**src/rtl/gpio_irq_pkg.sv**
```systemverilog
package gpio_irq_pkg;
  typedef enum logic [1:0] {
    TRIG_LOW  = 2'd0,
    TRIG_HIGH = 2'd1,
    TRIG_RISE = 2'd2,
    TRIG_FALL = 2'd3
  } trig_e;

  // word indices of the register file
  localparam int unsigned IDX_DATA  = 0;
  localparam int unsigned IDX_DIR   = 1;
  localparam int unsigned IDX_PAD   = 2;
  localparam int unsigned IDX_CFGLO = 3;
  localparam int unsigned IDX_CFGHI = 4;
  localparam int unsigned IDX_MASK  = 5;
  localparam int unsigned IDX_PEND  = 6;
  localparam int unsigned IDX_ANY   = 7;
  localparam int unsigned NUM_REGS  = 8;
endpackage

```
**src/rtl/gpio_irq_sync.sv**
```systemverilog
module gpio_irq_sync #(
  parameter int unsigned WIDTH  = 32,
  parameter int unsigned STAGES = 2
) (
  input  logic             clk,
  input  logic             rst,
  input  logic [WIDTH-1:0] din,
  output logic [WIDTH-1:0] dout
);
  logic [WIDTH-1:0] chain_q [STAGES];

  always_ff @(posedge clk) begin
    if (rst) chain_q[0] <= '0;
    else     chain_q[0] <= din;
  end

  for (genvar s = 1; s < STAGES; s++) begin : g_stage
    always_ff @(posedge clk) begin
      if (rst) chain_q[s] <= '0;
      else     chain_q[s] <= chain_q[s-1];
    end
  end

  assign dout = chain_q[STAGES-1];

  if (STAGES == 2) begin : g_chk
    logic [1:0] settle_q;
    always_ff @(posedge clk) begin
      if (rst)                settle_q <= '0;
      else if (settle_q != 2'd3) settle_q <= settle_q + 2'd1;
    end
    // pad level is the input two clocks earlier
    a_r3_sync_delay: assert property (@(posedge clk) disable iff (rst)
      (settle_q == 2'd3) |-> (dout == $past(din, 2)));
  end
endmodule

```
**src/rtl/gpio_irq_detect.sv**
```systemverilog
module gpio_irq_detect #(
  parameter int unsigned PINS = 32
) (
  input  logic            clk,
  input  logic            rst,
  input  logic [PINS-1:0] lvl_i,
  input  logic [PINS-1:0] cfg_lo_i,
  input  logic [PINS-1:0] cfg_hi_i,
  input  logic [PINS-1:0] any_i,
  output logic [PINS-1:0] evt_o
);
  import gpio_irq_pkg::*;
  localparam int unsigned HALF = PINS / 2;

  logic [PINS-1:0] prv_q;

  always_ff @(posedge clk) begin
    if (rst) prv_q <= '0;
    else     prv_q <= lvl_i;
  end

  for (genvar i = 0; i < PINS; i++) begin : g_pin
    logic [1:0] code;
    logic       cur, prv, hit;
    if (i < HALF) begin : g_lo
      assign code = cfg_lo_i[2*i +: 2];
    end else begin : g_hi
      assign code = cfg_hi_i[2*(i-HALF) +: 2];
    end
    assign cur = lvl_i[i];
    assign prv = prv_q[i];
    always_comb begin
      unique case (trig_e'(code))
        TRIG_LOW:  hit = ~cur;
        TRIG_HIGH: hit = cur;
        TRIG_RISE: hit = cur & ~prv;
        TRIG_FALL: hit = ~cur & prv;
        default:   hit = 1'b0;
      endcase
    end
    assign evt_o[i] = any_i[i] ? (cur ^ prv) : hit;
  end

  // a pin in any-change mode flags nothing while steady
  a_r7_any_quiet: assert property (@(posedge clk) disable iff (rst)
    ((evt_o & any_i & ~(lvl_i ^ prv_q)) == '0));
endmodule

```
**src/rtl/gpio_irq_regs.sv**
```systemverilog
module gpio_irq_regs #(
  parameter int unsigned PINS   = 32,
  parameter int unsigned ADDR_W = 6
) (
  input  logic              clk,
  input  logic              rst,
  input  logic              wr_i,
  input  logic              rd_i,
  input  logic [ADDR_W-1:0] addr_i,
  input  logic [PINS-1:0]   wdata_i,
  output logic [PINS-1:0]   rdata_o,
  input  logic [PINS-1:0]   pad_i,
  input  logic [PINS-1:0]   evt_i,
  output logic [PINS-1:0]   data_o,
  output logic [PINS-1:0]   dir_o,
  output logic [PINS-1:0]   cfg_lo_o,
  output logic [PINS-1:0]   cfg_hi_o,
  output logic [PINS-1:0]   mask_o,
  output logic [PINS-1:0]   any_o,
  output logic [PINS-1:0]   pend_o
);
  import gpio_irq_pkg::*;
  localparam int unsigned WORD_W = ADDR_W - 2;
  localparam logic [WORD_W-1:0] W_DATA  = WORD_W'(IDX_DATA);
  localparam logic [WORD_W-1:0] W_DIR   = WORD_W'(IDX_DIR);
  localparam logic [WORD_W-1:0] W_PAD   = WORD_W'(IDX_PAD);
  localparam logic [WORD_W-1:0] W_CFGLO = WORD_W'(IDX_CFGLO);
  localparam logic [WORD_W-1:0] W_CFGHI = WORD_W'(IDX_CFGHI);
  localparam logic [WORD_W-1:0] W_MASK  = WORD_W'(IDX_MASK);
  localparam logic [WORD_W-1:0] W_PEND  = WORD_W'(IDX_PEND);
  localparam logic [WORD_W-1:0] W_ANY   = WORD_W'(IDX_ANY);

  logic [WORD_W-1:0] word;
  logic              aligned;
  logic [PINS-1:0]   clr, rd_mux;
  logic [PINS-1:0]   data_q, dir_q, cfg_lo_q, cfg_hi_q, mask_q, any_q, pend_q, rdata_q;

  assign word    = addr_i[ADDR_W-1:2];
  assign aligned = (addr_i[1:0] == 2'b00);
  assign clr     = (wr_i && aligned && word == W_PEND) ? wdata_i : '0;

  always_comb begin
    rd_mux = '0;
    if (aligned) begin
      unique case (word)
        W_DATA:  rd_mux = data_q;
        W_DIR:   rd_mux = dir_q;
        W_PAD:   rd_mux = pad_i;
        W_CFGLO: rd_mux = cfg_lo_q;
        W_CFGHI: rd_mux = cfg_hi_q;
        W_MASK:  rd_mux = mask_q;
        W_PEND:  rd_mux = pend_q;
        W_ANY:   rd_mux = any_q;
        default: rd_mux = '0;
      endcase
    end
  end

  always_ff @(posedge clk) begin
    if (rst) begin
      data_q   <= '0;
      dir_q    <= '0;
      cfg_lo_q <= '0;
      cfg_hi_q <= '0;
      mask_q   <= '0;
      any_q    <= '0;
      pend_q   <= '0;
      rdata_q  <= '0;
    end else begin
      if (wr_i && aligned) begin
        unique case (word)
          W_DATA:  data_q   <= wdata_i;
          W_DIR:   dir_q    <= wdata_i;
          W_CFGLO: cfg_lo_q <= wdata_i;
          W_CFGHI: cfg_hi_q <= wdata_i;
          W_MASK:  mask_q   <= wdata_i;
          W_ANY:   any_q    <= wdata_i;
          default: ;
        endcase
      end
      // a fresh event wins over a clear in the same cycle
      pend_q  <= (pend_q & ~clr) | evt_i;
      rdata_q <= rd_i ? rd_mux : '0;
    end
  end

  assign data_o   = data_q;
  assign dir_o    = dir_q;
  assign cfg_lo_o = cfg_lo_q;
  assign cfg_hi_o = cfg_hi_q;
  assign mask_o   = mask_q;
  assign any_o    = any_q;
  assign pend_o   = pend_q;
  assign rdata_o  = rdata_q;

  // a pending bit only drops when a one is written to it
  a_r8_sticky: assert property (@(posedge clk) disable iff (rst)
    1'b1 |=> (($past(pend_q) & ~pend_q & ~$past(clr)) == '0));
  // a cleared bit with no new event reads zero next cycle
  a_r8_clear: assert property (@(posedge clk) disable iff (rst)
    (clr != '0) |=> ((pend_q & $past(clr & ~evt_i)) == '0));
endmodule

```
**src/rtl/gpio_irq_port.sv**
```systemverilog
module gpio_irq_port #(
  parameter int unsigned PINS        = 32,
  parameter int unsigned ADDR_W      = 6,
  parameter int unsigned SYNC_STAGES = 2
) (
  input  logic              clk,
  input  logic              rst,
  input  logic              bus_wr_i,
  input  logic              bus_rd_i,
  input  logic [ADDR_W-1:0] bus_addr_i,
  input  logic [PINS-1:0]   bus_wdata_i,
  output logic [PINS-1:0]   bus_rdata_o,
  input  logic [PINS-1:0]   pin_in_i,
  output logic [PINS-1:0]   pin_out_o,
  output logic [PINS-1:0]   pin_oe_o,
  output logic              irq_lo_o,
  output logic              irq_hi_o
);
  localparam int unsigned HALF = PINS / 2;

  logic [PINS-1:0] lvl, evt, cfg_lo, cfg_hi, mask, any, pend, live;
  logic            irq_lo_q, irq_hi_q;

  gpio_irq_sync #(.WIDTH(PINS), .STAGES(SYNC_STAGES)) u_sync (
    .clk(clk), .rst(rst), .din(pin_in_i), .dout(lvl));

  gpio_irq_detect #(.PINS(PINS)) u_detect (
    .clk(clk), .rst(rst), .lvl_i(lvl), .cfg_lo_i(cfg_lo), .cfg_hi_i(cfg_hi),
    .any_i(any), .evt_o(evt));

  gpio_irq_regs #(.PINS(PINS), .ADDR_W(ADDR_W)) u_regs (
    .clk(clk), .rst(rst), .wr_i(bus_wr_i), .rd_i(bus_rd_i), .addr_i(bus_addr_i),
    .wdata_i(bus_wdata_i), .rdata_o(bus_rdata_o), .pad_i(lvl), .evt_i(evt),
    .data_o(pin_out_o), .dir_o(pin_oe_o), .cfg_lo_o(cfg_lo), .cfg_hi_o(cfg_hi),
    .mask_o(mask), .any_o(any), .pend_o(pend));

  assign live = pend & mask;

  always_ff @(posedge clk) begin
    if (rst) begin
      irq_lo_q <= 1'b0;
      irq_hi_q <= 1'b0;
    end else begin
      irq_lo_q <= |live[HALF-1:0];
      irq_hi_q <= |live[PINS-1:HALF];
    end
  end

  assign irq_lo_o = irq_lo_q;
  assign irq_hi_o = irq_hi_q;

  // a fully masked half never raises its line
  a_r9_lo_masked: assert property (@(posedge clk) disable iff (rst)
    (mask[HALF-1:0] == '0) |=> !irq_lo_o);
  a_r9_hi_masked: assert property (@(posedge clk) disable iff (rst)
    (mask[PINS-1:HALF] == '0) |=> !irq_hi_o);
  // a line rises only after pending state in its own half
  a_r10_lo_source: assert property (@(posedge clk) disable iff (rst)
    $rose(irq_lo_o) |-> ($past(pend[HALF-1:0]) != '0));
endmodule

```
**config.mk**
```make
export PLATFORM = sky130hd
export DESIGN_NAME = gpio_irq_port
export DESIGN_NICKNAME = d
export VERILOG_FILES = /design/src/rtl/gpio_irq_pkg.sv /design/src/rtl/gpio_irq_sync.sv /design/src/rtl/gpio_irq_detect.sv /design/src/rtl/gpio_irq_regs.sv /design/src/rtl/gpio_irq_port.sv
export SDC_FILE = /design/constraint.sdc
export NUM_CORES = 1
export LEC_CHECK = 0
export BUFFER_PORTS_ARGS = -buffer_cell sky130_fd_sc_hd__buf_2
export CAP_MARGIN = 40
export CORE_MARGIN = 4
export CORE_UTILIZATION = 40
export DETAILED_ROUTE_END_ITERATION = 12
export RECOVER_POWER = 25
export SETUP_SLACK_MARGIN = 0.15
export SYNTH_ARGS = -nofsm -noshare
export SYNTH_HDL_FRONTEND = slang
export SYNTH_SLANG_ARGS = --single-unit
```
**constraint.sdc**
```tcl
create_clock -name clk -period 2 [get_ports clk]
set_clock_uncertainty 0.2 [all_clocks]
set_input_delay 0 -clock clk [delete_from_list [all_inputs] [get_ports clk]]
set_output_delay 0 -clock clk [all_outputs]
set_load 0.1 [all_outputs]
```
==> After elaboration in Yosys (flattened, before gate mapping) <==
Memories as Yosys holds them, arrays and structs flattened.
Cells that the tools add are included.
{ "totals": {"word_cells": 399, "ramBits": 64, "reg_bits": 290, "n_memories": 1} }
{ "classes": {"n_eq_ne": 103, "bitwise": 168, "n_mux": 71, "reduce_logical": 45} }
{ "memory_table": {"columns": ["name", "depth", "word_bits", "read_ports", "rd_clocked_by_memory_dff", "write_ports", "line_no", "text"], "rows": [
  ["u_sync.chain_q", 2, 32, 2, 0, 2, "gpio_irq_sync.sv:10", "logic [WIDTH-1:0] chain_q [STAGES];"]
]} }
{ "op_table": {"columns": ["op", "count"], "rows": [
  ["$pmux 32 s8", 1],
  ["$eq 2x2->1 const B", 64],
  ["$pmux 1 s4", 32],
  ["$mux 32", 3],
  ["$logic_not 2->1", 33],
  ["$not 1->1", 66],
  ["$and 1x1->1", 64],
  ["$and 32x32->32", 2],
  ["$eq 2x1->1 const B", 32],
  ["$mux 1", 35],
  ["$not 32->32", 1],
  ["$or 32x32->32", 1],
  ["$reduce_or 16->1", 2],
  ["$xor 1x1->1", 32],
  ["$eq 4x3->1 const B", 4],
  ["$reduce_and 2->1", 6],
  ["$eq 4x2->1 const B", 2],
  ["$eq 4x1->1 const B", 1],
  ["$logic_not 4->1", 1],
  ["$reduce_or 3->1", 1],
  ["$logic_and 1x1->1", 2],
  ["$or 1x1->1", 2]
]} }

==> Logic depth before layout (Yosys ltp) <==
{ "logic_depth": {"depth_word": 7, "mapped_depth": 8, "mapped_depth_nobuf": 6} }

==> Hierarchy <==
Synthesis repeated with hierarchy kept, for this count alone.
{ "unflattened": {"cells_unflattened": 1730, "hier_area_um2": 16905.0} }
{ "modules_own_cells": {"columns": ["module", "cells_per_inst", "area_each_um2", "n_inst", "seq_area_each_um2"], "rows": [
  ["gpio_irq_regs", 1180, 11522.3, 1, 5124.9],
  ["gpio_irq_detect", 393, 3251.9, 1, 640.6],
  ["gpio_irq_sync", 135, 1918.1, 1, 1281.2],
  ["gpio_irq_port", 22, 212.7, 1, 40.0]
]} }

==> Worst setup path after synthesis <==
Ideal clock, no wire load.
{ "synth_path": {"path_kind": "register -> register", "from": "reg u_regs.dir_q[0], in the netlist u_regs.dir_o[0]", "to": "reg u_regs.rdata_q[0], in the netlist u_regs.rdata_o[0]", "required_time_ns": 1.719, "arrival_time_ns": 1.370, "period_less_slack_ns": 1.651, "stages_incl_launch_ff": 3, "n_path_buf": 0, "slack_ns": 0.349, "path_cell_list": "dfxtp_1 -> a22oi_1 -> a41oi_1"} }
{ "synth_between": {"elab_chain_len": 1} }
{ "synth_rtl": {"columns": ["item", "line_no", "text"], "rows": [
  ["start: declaration", "gpio_irq_regs.sv:36", "logic [PINS-1:0] data_q, dir_q, cfg_lo_q, cfg_hi_q, mask_q, any_q, pend_q, rdata_q;"],
  ["start signal: assignment", "gpio_irq_regs.sv:73", "W_DIR: dir_q <= wdata_i;"],
  ["$pmux 32 s8", "gpio_irq_regs.sv:45", "unique case (word)"],
  ["end signal: assignment", "gpio_irq_regs.sv:83", "rdata_q <= rd_i ? rd_mux : '0;"],
  ["end: declaration", "gpio_irq_regs.sv:36", null]
]} }
Every way passes these cells.
A chain may end at the register's enable or synchronous reset.

==> Worst setup path after layout <==
{ "layout_path": {"from": "in bus_addr_i[5]", "to": "reg u_regs.cfg_lo_q[0], in the netlist u_regs.cfg_lo_o[0]"} }
{ "layout_between": {"elab_chain_len": 2} }
{ "layout_rtl": {"columns": ["item", "line_no", "text"], "rows": [
  ["start: declaration", "gpio_irq_port.sv:10", "input logic [ADDR_W-1:0] bus_addr_i,"],
  ["$eq 4x2->1", "gpio_irq_regs.sv:71", "unique case (word)"],
  ["$reduce_and 2->1 (no source line)", null, null],
  ["end signal: assignment", "gpio_irq_regs.sv:74", "W_CFGLO: cfg_lo_q <= wdata_i;"],
  ["end: declaration", "gpio_irq_regs.sv:36", null]
]} }
Every way passes these cells.

==> summary.md <==
| Metric | Value |
|---|---|
| FILL cells | `3443` |
| DR vias/cell | `5.54` |
| Final count of pins violating max slew | `0` |
| Ys flop type | `dfxtp_1` |
| DRC | `0` |
| Clock Sinks | `354` |
| Clk_lat worst skew | `0.56 ns` |
| Largest net degree at the start of global routing | `127` |
| First-pass DRT Iterations | `6` |
| R2r endpoint | `u_regs.pend_o[26]` |
| Clock tree buffer depth | `3` |
| Critical-path top delay cell | `nor4bb_1` |
| Max transition margin | `42.6%` |
| Pleak | `7.24 nW` |
| Ports | `172` |
| TNS Setup | `0 ns` |
| H-tree levels | `2` |
| Routed length per placed instance | `20.9 µm` |
| Synth area leaders | `dfxtp_1 (47%), nand2_1 (9.7%), a21oi_1 (8.4%)` |
| Async S/R FF share, synth | `0%` |
| Vias in the first global route | `13446` |
| Post-DP HPWL | `35.2 mm` |
| Gr usage total | `25.0%` |
| Synth top cells by count | `nand2_1 (390), dfxtp_1 (354), a21oi_1 (252)` |
| Synthesis-stage register bit count | `354` |
| Distinct cells, synth | `34` |
| Max Freq | `540 MHz` |
| CTS clock-pin slew for the worst setup and hold paths | `0.06 ns` |
| Post-synthesis sequential area ratio | `47.1%` |
| Die W | `202 µm` |
| CTS tree | `built` |
| Synth Warn # | `0` |
| TritonCTS Buffers | `39` |
| Cell Pwr Density | `808 mW/mm²` |
| Area Growth Syn to Fin | `27.3%` |
| Worst path max stage delay | `0.68 ns` |
| Share of Yosys cell area claimed by the top area cell type | `47.1%` |
| First-pass GRT wire length | `80.4 mm` |
| Die area | `0.0407 mm²` |
| Crit path to | `u_regs.cfg_lo_o[0]` |
| Cell Count, Final, Fillers Out | `2571` |
| R2r startpoint | `u_sync.chain_q[1][26]` |
| Row count | `70` |
| Mapped Cells | `1760` |
| Worst path most repeated cell | `nand2_1` |
| Final net count | `2174` |
| Cells along the critical path | `clkbuf_1, nor4bb_1, buf_12, nand2_1, dlygate4sd3_1, nand2_1, a21oi_1` |
| Setup violators final | `0` |
| DRT Wirelength | `53.8 mm` |
| CP Capture Type | `flop` |
| Minimum clock period | `1.85 ns` |
| Measured slew at the worst slew-check pin | `0.861 ns` |
| Initial DRC Count | `1510` |
| Via Count | `14238` |
| Post-synth EDFFs | `0` |
| RSZ-0062 raised after global routing | `no` |
| Max cap viols | `0` |
| Status | `completed` |
| Power, Total | `15.5 mW` |
| Syn_nets | `1898` |
| Worst-path fanout max | `16` |
| IR drop worst, VDD | `0.000634 V` |
| Leading area contributor after synthesis | `dfxtp_1` |
| Layout cells sized above 1 | `13.9%` |
| Crit Path Class | `input port to flop` |
| Root Buffer | `clkbuf_16` |
| Critical Path Source Type | `input port` |
| Total gr overflow | `0` |
| Core footprint | `0.0369 mm²` |
| Hold Slack | `0.0308 ns` |
| # port buffers | `171` |
| Initial antenna violation count | `1` |
| Synth Cell Area | `0.0150 mm²` |
| Post-route ant nets | `0` |
| FF-to-FF setup slack | `0.40 ns` |
| Dpl cells | `2363` |
| N_diodes | `0` |
| WP data arrival | `2.07 ns` |
| CP startpoint | `bus_addr_i[5]` |
| Initial Utilization | `40.8%` |
| Worst Path Required | `2.22 ns` |
| Final hold violations | `0` |
| Die Y | `202 µm` |
| Placer congestion estimate | `0.872` |
| Most instantiated library cell after synthesis | `nand2_1` |
| R2R depth | `6` |
| Min-Delay Path Class | `input port to flop` |
| Avg Cell Area, Syn | `8.54 µm²` |
| Tcrit/Tclk final | `92.5%` |
==> where the power goes <==
| part | switching, mW | internal (mW) | leakage [nW] | total [mW] |
|---|---|---|---|---|
| Sequential | 0.138 | 7.19 | 2.88 | 7.33 |
| Clock | 2.98 | 4.14 | 0.629 | 7.12 |
| Combinational | 0.570 | 0.441 | 3.73 | 1.01 |
| Total | 3.69 | 11.8 | 7.24 | 15.5 |
==> what timing repair did <==
action,in CTS,in global routing
setup buffers,0,0
gates resized for setup,0,1
hold buffers,135,0
endpoints found under the setup margin,0,6
endpoints found under the hold margin,352,0
==> how the worst min path moves through the flow <==
| stage | slack [ns] | end | startpoint | depth (start not counted) |
|---|---|---|---|---|
| 3_3_place_gp | 0.01 | u_sync.chain_q[0][4] | pin_in_i[4] | 2 |
| 2_1_floorplan | -0.07 | u_sync.chain_q[0][0] | pin_in_i[0] | 1 |
| 5_1_grt | 0.05 | u_regs.rdata_o[18] | bus_addr_i[4] | 5 |
| 6_report | 0.03 | u_regs.rdata_o[18] | bus_addr_i[4] | 5 |
| 3_5_place_dp | 0.01 | u_sync.chain_q[0][30] | pin_in_i[30] | 2 |
| 4_1_cts | 0.02 | u_regs.rdata_o[7] | bus_addr_i[3] | 5 |
==> routing by layer <==
metal / share of wire [%] / global-route usage [%]
met3: 8.7 / 4.75
met1: 41 / 33.1
met4: 4.0 / 9.79
met2: 46 / 40.7
met5: 0 / 0
==> sequential cells by signal (all words and copies together), names as in the netlist <==
signal           flops
u_regs.any_o        32
irq_hi_o             1
u_detect.prv_q      32
u_regs.cfg_lo_o     32
irq_lo_o             1
u_regs.pend_o       32
u_regs.cfg_hi_o     32
u_regs.mask_o       32
u_regs.rdata_o      32
u_sync.chain_q      64
u_regs.dir_o        32
u_regs.data_o       32
==> worst max-delay path, delay by kind of cell <==
family | cells | cell delay [ns]
AOI/OAI and AO/OA | 1 | 0.06
buffers and inverters | 3 | 1.12
and+or+nand+nor | 3 | 0.89
==> area by class of cell <==
class | instances | area [µm²] | area share [%]
flip-flops and latches | 354 | 7090 | 37.0
multi-input cells | 1207 | 7050 | 36.8
repair buffers | 355 | 2800 | 14.6
clock buffers | 61 | 1200 | 6.27
well taps | 504 | 631 | 3.30
inverters | 79 | 297 | 1.55
clock inverters | 11 | 75.1 | 0.392
==> placed cells by master (no fill, tap or decap), drive strengths merged, types with 3 or more instances in the layout <==
cell type      n
dfxtp        354
nor2b        107
nand2        390
a22o           6
and2          19
mux2i         21
nor4b          3
a22oi        132
nand4          4
buf          216
clkbuf        65
a221oi         8
a21o          13
a211oi        17
nor2          55
o21ai         13
dlygate4sd3  135
clkinv         8
ha            64
a21oi        252
a41oi         32
nand3         29
inv           80
a211o         30
==> logic make-up (layout without fill, tap and decap cells) <==
group                      count (synthesis)  after routing  share of synthesized area [%]
and+or+nand+nor                          615            615                           18.5
adders and majority gates                 64             64                           5.33
DFF                                      354            354                           47.1
muxes                                     21             21                           1.40
buffers and inverters                    199            506                           6.07
xor gates and xnor gates                   2              2                          0.117
AOI/OAI and AO/OA                        505            505                           21.4
==> stage by stage <==
stage	cell area [µm²]	util, %	setup slack (ns)
after CTS	19100	51.9	0.164
final	19100	51.9	0.149
after floorplan	15000	-	0.349
after global routing	19100	51.9	0.0812
after detailed placement	16500	44.8	0.202
after global placement	16500	44.8	0.206
(Power assumes the default switching activity.)
